===== config.mk =====
export PLATFORM = sky130hd
export DESIGN_NAME = spi_reg_slave
export DESIGN_NICKNAME = d
export VERILOG_FILES = /design/src/rtl/spi_reg_slave.sv
export SDC_FILE = /design/constraint.sdc
export NUM_CORES = 1
export LEC_CHECK = 0
export ABC_AREA = 1
export ABC_CLOCK_PERIOD_IN_PS = 2350
export CORE_MARGIN = 5
export CORE_UTILIZATION = 45
export CTS_BUF_LIST = sky130_fd_sc_hd__clkbuf_8 sky130_fd_sc_hd__clkbuf_16
export DETAILED_ROUTE_END_ITERATION = 8
export DONT_BUFFER_PORTS = 1
export SETUP_SLACK_MARGIN = 0.4
export SLEW_MARGIN = 30
export SYNTH_ARGS = -nofsm -noshare
export SYNTH_HDL_FRONTEND = slang
export SYNTH_SLANG_ARGS = --single-unit

===== constraint.sdc =====
create_clock -name clk -period 2.35 [get_ports clk]
set_input_delay 0.1175 -clock clk [delete_from_list [all_inputs] [get_ports clk]]
set_output_delay 0.1175 -clock clk [all_outputs]
set_load 0.1 [all_outputs]

===== src/rtl/spi_reg_slave.sv =====
module spi_reg_slave #(
  parameter int DATA_W = 8,
  parameter int SYNC   = 2,
  localparam int ADDR_W = DATA_W - 2,
  localparam int CW     = $clog2(2 * DATA_W)
) (
  input  logic              clk,
  input  logic              rst_n,
  input  logic              spi_cs_n,
  input  logic              spi_sck,
  input  logic              spi_sdi,
  input  logic              three_wire,
  output logic              spi_dout,
  output logic              sdo_oe,
  output logic              sdio_oe,
  output logic [ADDR_W-1:0] reg_addr,
  output logic              reg_wr,
  output logic [DATA_W-1:0] reg_wdata,
  output logic              reg_rd,
  input  logic [DATA_W-1:0] reg_rdata
);
  localparam logic [CW-1:0] CMD_END   = CW'(DATA_W - 1);
  localparam logic [CW-1:0] DAT_START = CW'(DATA_W);
  localparam logic [CW-1:0] LAST      = CW'(2 * DATA_W - 1);

  logic [SYNC-1:0]   cs_p, sck_p, di_p;
  logic              sck_q;
  logic [CW-1:0]     cnt;
  logic [DATA_W-2:0] sh;
  logic [DATA_W-1:0] tx;
  logic              rw, ms, adv, oe;

  always_ff @(posedge clk or negedge rst_n)
    if (!rst_n) begin
      cs_p  <= '1;
      sck_p <= '1;
      di_p  <= '0;
      sck_q <= 1'b1;
    end else begin
      cs_p  <= {cs_p[SYNC-2:0], spi_cs_n};
      sck_p <= {sck_p[SYNC-2:0], spi_sck};
      di_p  <= {di_p[SYNC-2:0], spi_sdi};
      sck_q <= sck_p[SYNC-1];
    end

  wire cs_s  = cs_p[SYNC-1];
  wire sck_s = sck_p[SYNC-1];
  wire din   = di_p[SYNC-1];
  wire rise  = !cs_s && sck_s && !sck_q;
  wire fall  = !cs_s && !sck_s && sck_q;

  always_ff @(posedge clk or negedge rst_n)
    if (!rst_n) begin
      cnt       <= '0;
      sh        <= '0;
      tx        <= '0;
      rw        <= 1'b0;
      ms        <= 1'b0;
      adv       <= 1'b0;
      oe        <= 1'b0;
      reg_addr  <= '0;
      reg_wr    <= 1'b0;
      reg_wdata <= '0;
      reg_rd    <= 1'b0;
    end else begin
      reg_wr <= 1'b0;
      reg_rd <= 1'b0;
      adv    <= 1'b0;
      if (adv) reg_addr <= reg_addr + 1'b1;
      if (cs_s) begin
        cnt <= '0;
        oe  <= 1'b0;
      end else begin
        if (rise) begin
          sh  <= {sh[DATA_W-3:0], din};
          cnt <= (cnt == LAST) ? DAT_START : cnt + 1'b1;
          if (cnt == CMD_END) begin
            rw       <= sh[DATA_W-2];
            ms       <= sh[DATA_W-3];
            reg_addr <= {sh[ADDR_W-2:0], din};
          end
          if (cnt == LAST) begin
            adv <= ms;
            if (!rw) begin
              reg_wr    <= 1'b1;
              reg_wdata <= {sh, din};
            end
          end
        end
        if (fall && rw && cnt == DAT_START) begin
          tx     <= reg_rdata;
          reg_rd <= 1'b1;
          oe     <= 1'b1;
        end else if (fall) begin
          tx <= {tx[DATA_W-2:0], 1'b0};
        end
      end
    end

  assign spi_dout = tx[DATA_W-1];
  assign sdo_oe   = oe & ~three_wire;
  assign sdio_oe  = oe & three_wire;
endmodule


=== Yosys cells after proc, flatten, opt, wreduce, memory -nomap -nowiden ===
Index checks and enable logic that the tools add are counted.

* Output and inout bits: 19
* Logic and storage cells: 61
* Flip-flop bits (word level): 46

* Bitwise logic cells: 5
* Multiplexer cells: 20
* Reductions and logical operators: 16
* Add/subtract/negate cells: 2
* Eq/ne operators: 3

{| class="wikitable"
|+ Operator list
! kind !! number
|-
| $mux W6 || 4
|-
| $mux W8 || 2
|-
| $mux W4 || 3
|-
| $mux W1 || 11
|-
| $eq A4 B4 Y1 const B || 2
|-
| $add A6 B1 Y6 const B || 1
|-
| $logic_and A1 B1 Y1 || 6
|-
| $reduce_bool A2 Y1 || 3
|-
| $add A4 B1 Y4 const B || 1
|-
| $eq A4 B3 Y1 const B || 1
|-
| $reduce_and A2 Y1 || 2
|-
| $reduce_and A4 Y1 || 1
|-
| $logic_not A1 Y1 || 3
|-
| $not A1 Y1 || 3
|-
| $reduce_and A3 Y1 || 1
|-
| $and A1 B1 Y1 || 2
|}

=== Depth between registers and ports, before layout ===
Gate-level depths: netlist of the first run.

* Depth after elaboration: 7
* Mapped depth: 9

=== Least setup slack after synthesis of the first run ===
Ideal clock, no wire load.

* Kind: register -> register
* From: register reg_addr[1]
* To: register reg_addr[4]
* Clock period less this slack: 1760 ps
* Path buffers: 0
* Library setup time: 122 ps
* Setup slack: 590 ps
* Stages on the path, launching flop included: 7
* Data required time: 2228 ps
* Arrival: 1638 ps
* Path through: dfrtp_1 -> ha_1 -> nand2_1 -> nor2_1 -> nand3_1 -> nand3_1 -> o21ai_1

* Longest elaborated chain between the ends: 5

{| class="wikitable"
|+ RTL lines
! item !! RTL line !! source
|-
| start: declaration || 16 || <nowiki>output logic [ADDR_W-1:0] reg_addr,</nowiki>
|-
| start signal: assignment || 69 || <nowiki>if (adv) reg_addr <= reg_addr + 1'b1;</nowiki>
|-
| start signal: assignment || 80 || <nowiki>reg_addr <= {sh[ADDR_W-2:0], din};</nowiki>
|-
| $add A6 B1 Y6 * || 69 ||
|-
| $mux W6 * || 69 ||
|-
| $mux W6 || 77 || <nowiki>if (cnt == CMD_END) begin</nowiki>
|-
| $mux W6 || 74 || <nowiki>if (rise) begin</nowiki>
|-
| $mux W6 * || 70 || <nowiki>if (cs_s) begin</nowiki>
|}

Every way passes the cells marked *; elsewhere a longest branch is shown, timed or not.
A chain may end at the register's enable or synchronous reset.

=== Worst setup path after layout of the first run ===
* From: register sck_p[1]
* To: register reg_wdata[6]

* Longest elaborated chain between the ends: 3

{| class="wikitable"
|+ RTL lines
! item !! RTL line !! source
|-
| start: declaration || 26 || <nowiki>logic [SYNC-1:0] cs_p, sck_p, di_p;</nowiki>
|-
| start signal: assignment || 41 || <nowiki>sck_p <= {sck_p[SYNC-2:0], spi_sck};</nowiki>
|-
| $logic_and A1 B1 Y1 (2 in series) || 49 || <nowiki>wire rise = !cs_s && sck_s && !sck_q;</nowiki>
|-
| $reduce_and A4 Y1 (no source line) || -- ||
|-
| end signal: assignment || 86 || <nowiki>reg_wdata <= {sh, din};</nowiki>
|-
| end: declaration || 18 || <nowiki>output logic [DATA_W-1:0] reg_wdata,</nowiki>
|}

No other way between the ends.

==> results of run 1 <==
-- routing by layer --
layer	global-route usage, %	vias to the layer above	share of wire, %
met1	17.8	640	47
li1	-	720	-
met3	4.61	6	5.3
met4	5.77	0	2.0
met5	0	-	0
met2	18.8	28	46
-- worst reg2reg max path: cells and delay by family (launching register included) --
family           cells  cell delay, ns
flip-flops           1            0.57
AO/OA/AOI/OAI        1            0.06
AND/OR/NAND/NOR      4            0.81
-- flip-flops by register name, indices dropped and copies added, names as in the netlist --
| name | count |
|---|---|
| di_p | 2 |
| ms | 1 |
| oe | 1 |
| adv | 1 |
| tx | 8 |
| sck_q | 1 |
| reg_wr | 1 |
| sh | 7 |
| sck_p | 2 |
| cs_p | 2 |
| reg_wdata | 8 |
| rw | 1 |
| reg_addr | 6 |
| reg_rd | 1 |
| cnt | 4 |
-- kinds of logic after synthesis --
| group | count (synthesis) | share of synthesized area [%] |
|---|---|---|
| and+or+nand+nor | 86 | 20.2 |
| DFF | 46 | 58.3 |
| buffers and inverters | 39 | 8.13 |
| AOI/OAI and AO/OA | 37 | 11.0 |
| adders and majority gates | 3 | 1.89 |
| xor gates and xnor gates | 1 | 0.441 |
-- stage by stage --
step | worst slack (ns) | total power [mW] | area [um^2] | hold WS (ns) | std cells
after floorplan | 0.590 | 0.988 | 1980 | -0.178 | 212
after global placement | 0.846 | 1.02 | 2150 | -0.177 | 276
after detailed placement | 0.804 | 1.02 | 2150 | -0.177 | 276
after CTS | 0.789 | 1.60 | 2330 | 0.0804 | 290
after global routing | 0.621 | 1.66 | 2330 | 0.111 | 290
final | 0.800 | 1.57 | 2330 | 0.0918 | 290
-- layout make-up --
cell class	count	area [um^2]	share of cell area [%]
flip-flops and latches	46	1160	49.6
multi-input cells	127	668	28.6
repair buffers	23	205	8.79
inverters	34	128	5.47
clock buffers	8	110	4.72
well taps	52	65.1	2.79
-- cells in the final DEF (no fill, tap or decap), drive strengths merged --
cell,instances
a21oi,3
dfstp,5
nor3b,1
xor2,1
inv,33
clkbuf,8
o21ai,32
ha,3
nor3,2
dlygate4sd3,5
nor2,11
or2,1
o22ai,2
nand2,48
dfrtp,41
nand3b,1
clkinv,1
buf,18
nand3,22
-- power breakdown --
| part | switching [mW] | internal, mW |
|---|---|---|
| Sequential | 0.0308 | 0.851 |
| Clock | 0.245 | 0.297 |
| Combinational | 0.104 | 0.0444 |
-- worst paths after layout --
| check | cells after the start | to | start |
|---|---|---|---|
| setup / recovery | 5 | reg_wdata[6] | sck_p[1] |
| hold / removal | 4 | tx[2] | reg_rdata[2] |
| setup reg to reg | 5 | reg_wdata[6] | sck_p[1] |
| hold reg to reg | 0 | di_p[1] | di_p[0] |
| max in group asynchronous | 2 | cs_p[0] | rst_n |
| min in group asynchronous | 2 | oe | rst_n |
==> summary.md, run 1 <==
| Metric | Value |
|---|---|
| Status | completed |
| Initial core utilization | ~46% |
| Via count | 1394 |
| Clock Path Buffers | 2 |
| Worst-Margin Slew | between 0.8 and 0.9 ns |
| Post-synthesis sequential area ratio | ~58% |
| Buffers on Ports | 0 |
| Area growth syn-to-layout | 17.6% |
| CP dominant cell by count | nand2_1 |
| Post CTS Setup Buffer Count | 0 |
| Cts-stage hold buffer count | 6 |
| Critical-path cell list | nand2_1 -> nor2_4 -> nand2_2 -> nand2_1 -> o21ai_2 |
| Core box area | about 0.0043 mm^2 |
| Clock tree sinks | 46 |
| Startpoint Class | flop |
| Resized cells post-CTS | 0 |
| Top-count cell post-synth | nand2_1 |
| Kind of critical path | flop to flop |
| Synth Flop Type | dfrtp_1 |
| I/O Pins | 33 |
| First-pass DRT Iterations | 4 |
| Nets | 254 |
| Yosys warns | 0 |
| Setup violators final | 0 |
| Remaining Overflow, GRT | 0 |
| Worst Hold Class | primary input to flop |
| Die width | roughly 76 um |
| Final period util | around 66% |
| Register-to-register setup slack | 0.80 ns |
| VDD IR max | about 0.46 mV |
| H-tree depth | 2 |
| Skew final | just over 0.009 ns |
| Register clock-pin slew on the reported worst setup and hold paths | about 0.08 ns |
| TritonCTS clock tree | done |
| Max-Cap Viols | 0 |
| Synthesized area | roughly 0.002 mm^2 |
| Initial antenna violation count | 0 |
| CTS Buf Count | 5 |
| Crit-path leading delay family | simple AND/OR/NAND/NOR gates |
| Vias in the first global route | between 1000 and 1500 |
| Setup crit end kind | flop |
| Mapped Avg Cell Area | 9.36 um^2 |
| Final slew viol count | 0 |
| Minimum clock period | about 1.6 ns |
| Util after Layout | a little over half |
| Post-Route Setup TNS | 0 ns |
| WP buf/inv | 0 |
| CP max stage cell | dfstp_2 |
| Fill cell count | 422 |
| Post-synth top area cell | dfrtp_1 |
| Max transition margin | 42.3% |
| Final Wtd Congestion | between 0.7 and 0.8 |
| Largest net degree at the start of global routing | 47 |
| Yosys cell types | 26 |
| Fraction of layout cells with a size suffix above 1 | between 20% and 30% |
| Syn nets | ~230 |
| Post-synth ARST share | 100% |
| Total GRT Usage | a little over an eighth |
| Main area contributors after synthesis | dfrtp_1 (52%), nand2_1 (8.3%), dfstp_2 (6.6%) |
| Fmax | ~650 MHz |
| Synth Instances | between 200 and 250 |
| Leak Pwr | around 1.2 nW |
| Vias per cell | about 4.8 |
| CP Max Fanout | 17 |
| Routed Antenna Nets | 0 |
| Die extent in y | about 76 um |
| Num rows | 24 |
| RSZ-0062 raised after global routing | no |
| Hold Fails Final Rpt | 0 |
| HPWL after DPL | around 2500 um |
| First-pass GRT wire length | just over 6000 um |
| Clock tree root driver cell | clkbuf_8 |
| Diodes inserted | 0 |
| Pwr dens | about 670 mW/mm^2 |
| CP max stage delay | 0.57 ns |
| DR iter-0 viols | 88 |
| CP Data Arrival Time | around 1.7 ns |
| Die footprint | about 0.0058 mm^2 |
| Clk_lat worst skew | 0.29 ns |
| Synth top area share | between 50 and 60% |
| Most common library cells after synthesis | nand2_1 (44), dfrtp_1 (41), inv_1 (33) |
| Number of flops mapped to enable cells by yosys | 0 |
| Req. time, crit path | about 2.5 ns |
| Routed Wire Length | approximately 3500 um |
| FF+latch count, synth | 46 |
| Residual DRC | 0 |
| DR WL/cell | 11.9 um |
(Power assumes the default switching activity.)
==> run 2: changes to the inputs <==
- ABC_CLOCK_PERIOD_IN_PS: 2350 -> 1360
- clock period: 2.35 -> 1.36 ns (I/O delays scaled with it)
==> run 2 against run 1 <==
Effect of this change:
- the run now ends with negative hold slack, negative setup slack left
- clock power up 56%
- sequential power up 76%
- sequential share of layout area down 12 points
==> summary.md, run 2 (synthesized netlist as in run 1, its figures left out) <==
| Metric | Value |
|---|---|
| Skew final | 0.00910 ns (-0.000102 ns) |
| Crit-path leading delay family | flip-flops |
| RR Startpoint | cnt[0] |
| Worst Hold Class | primary input to async pin |
| Final Instance Count excl. Fillers | 318 (+9.7%) |
| Die width | 76.4 um (unchanged) |
| CP max stage delay | 0.40 ns (-0.17 ns) |
| Via count | 1641 (+18%) |
| Max transition margin | 67.4% (+25 points) |
| First-pass GRT wire length | 7460 um (+20%) |
| Setup violators final | 8 (+8) |
| CP dominant cell by count | nand2_4 |
| Leak Pwr | 1.42 nW (+21%) |
| Kind of critical path | flop to flop |
| Largest registers | reg_wdata (8), tx (8), sh (7) |
| Routed Antenna Nets | 0 (unchanged) |
| Commonest non-fill, non-tap cells in the layout | inv_1 (26), dfrtp_1 (25), nand2_1 (21) |
| Register area | 0.00119 mm^2 (+3.0%) |
| Cts-stage hold buffer count | 4 (-2) |
| Util after Layout | 72.5% (+19 points) |
| WP buf/inv | 2 (+2) |
| Pre-CTS WS | -0.0171 ns (-0.821 ns) |
| CP Max Fanout | 4 (-13) |
| Total GRT Usage | 15.6% (+2.5 points) |
| H-tree depth | 2 (unchanged) |
| Setup crit end kind | flop |
| Residual DRC | 0 (unchanged) |
| Final Wtd Congestion | 0.857 (+7.7%) |
| Status | finished with violations |
| Worst-Margin Slew | 0.488 ns (-0.378 ns) |
| Initial antenna violation count | 0 (unchanged) |
| Critical-path cell list | ha_2 -> nand2_2 -> inv_2 -> nand2_4 -> nor2_4 -> nand2_4 -> clkbuf_16 -> nand2_4 -> o21ai_2 |
| CP max stage cell | dfrtp_1 |
| Pwr dens | 864 mW/mm^2 (+28%) |
| Fill cell count | 308 (-27%) |
| HPWL after DPL | 2810 um (+14%) |
| Startpoint Class | flop |
| RSZ-0062 raised after global routing | yes |
| Routed Wire Length | 4960 um (+43%) |
| Core box area | 0.00432 mm^2 (unchanged) |
| Clk_lat worst skew | 0.30 ns (about the same) |
| Max-Cap Viols | 0 (unchanged) |
| Register clock-pin slew on the reported worst setup and hold paths | 0.08 ns (about the same) |
| Worst hold margin | -0.550 ns (-0.641 ns) |
| Final slew viol count | 0 (unchanged) |
| Nets | 282 (+11%) |
| Hold Fails Final Rpt | 46 (+46) |
| Final period util | 104% (+38 points) |
| Initial core utilization | 45.9% (unchanged) |
| Diodes inserted | 0 (unchanged) |
| First-pass DRT Iterations | 4 (unchanged) |
| Placed Cells | 283 (+2.5%) |
| Commonest non-fill, non-tap cell in the layout | inv_1 |
| Req. time, crit path | 1.54 ns (-0.98 ns) |
| Clock Path Buffers | 2 (unchanged) |
| Multi-input gate area | 936 um^2 (+40%) |
| Clock tree sinks | 46 (unchanged) |
| Num rows | 24 (unchanged) |
| Fmax | 708 MHz (+9.8%) |
| Die extent in y | 76.4 um (unchanged) |
| TritonCTS clock tree | done |
| Fin worst setup slack | -0.0518 ns (-0.852 ns) |
| Clock tree root driver cell | clkbuf_8 |
| Remaining Overflow, GRT | 0 (unchanged) |
| I/O Pins | 33 (unchanged) |
| Post-Route Setup TNS | -0.221 ns (-0.221 ns) |
| Crit path launch | cnt[0] |
| Vias per cell | 5.16 (+7.4%) |
| Buffers on Ports | 0 (unchanged) |
| DR WL/cell | 15.6 um (+31%) |
| Failing checks | negative hold slack, negative setup slack |
| VDD IR max | 0.665 mV (+46%) |
| Fraction of layout cells with a size suffix above 1 | 54.5% (+34 points) |
| CP Data Arrival Time | 1.60 ns (-0.12 ns) |
| Area growth syn-to-layout | 58.1% |
| Die footprint | 0.00584 mm^2 (unchanged) |
| Vias in the first global route | 1595 (+22%) |
| Largest net degree at the start of global routing | 47 (unchanged) |
| Minimum clock period | 1.41 ns (-0.138 ns) |
| DR iter-0 viols | 105 (+19%) |
| CTS Buf Count | 5 (unchanged) |
-- run 2: changes by cell type in the layout (fill, tap and decap cells not counted), sizes merged --
cell / change
dlygate4sd3: -1
clkinvlp: +1
clkinv: -1
inv: +3
buf: +26
-- run 2: worst register-to-register path, cell delays in order, from the launching register on --
cell       delay, ns
dfrtp_1         0.40
ha_2            0.21
nand2_2         0.08
inv_2           0.09
nand2_4         0.06
nor2_4          0.10
nand2_4         0.09
clkbuf_16       0.17
nand2_4         0.06
o21ai_2         0.05
-- run 2: final cells by class --
type	count	area share, %
clock buffer	6	2.63
timing repair inverter	1	0.199
inverter	34	4.51
tap	52	2.07
multi-input combinational	127	29.8
timing repair buffer	50	22.5
clock inverter	2	0.239
sequential	46	38.0
-- run 2: layer usage --
layer  part of all wire (%)  wire length [um]  vias up  track usage, %
met3                    3.9               194        6            4.49
met1                     43              2110      821            19.9
met4                    1.2                57        0            4.72
met2                     52              2600       29            25.6
met5                      0                 0        -               0
li1                       -                 -      785               -
-- run 2: report_power, final --
group | switching, mW | leakage [nW] | internal, mW | total (mW)
Clock | 0.447 | 0.0538 | 0.400 | 0.848
Sequential | 0.0781 | 0.569 | 1.47 | 1.55
Combinational | 0.182 | 0.797 | 0.130 | 0.313
-- run 2: per-stage QoR --
stage                     hold slack (ns)  power (mW)  cell area (um^2)
after floorplan                    -0.228        1.72              2100
after global placement             -0.226        1.77              2340
after detailed placement           -0.227        1.78              2340
after CTS                          -0.555        2.66              2730
after global routing               -0.566        2.84              3140
final                              -0.550        2.71              3140
-- run 2: repair_timing --
item	4_1_cts	5_1_grt
setup endpoints to repair	58	58
hold endpoints to repair	50	46
pin swaps	3	13
gates cloned	1	3
resized for setup	42	78
buffers inserted	9	10
-- run 2: worst paths after layout --
path                                      to  slack [ns]  cells after the start
worst min-delay path            reg_wdata[0]       -0.55                      0
max in group asynchronous            cs_p[1]        1.73                      0
worst max register to register  reg_wdata[7]       -0.05                      9
worst min register to register       di_p[1]        0.36                      0
worst max-delay path            reg_wdata[7]       -0.05                      9
min in group clk                       tx[6]           0                      4
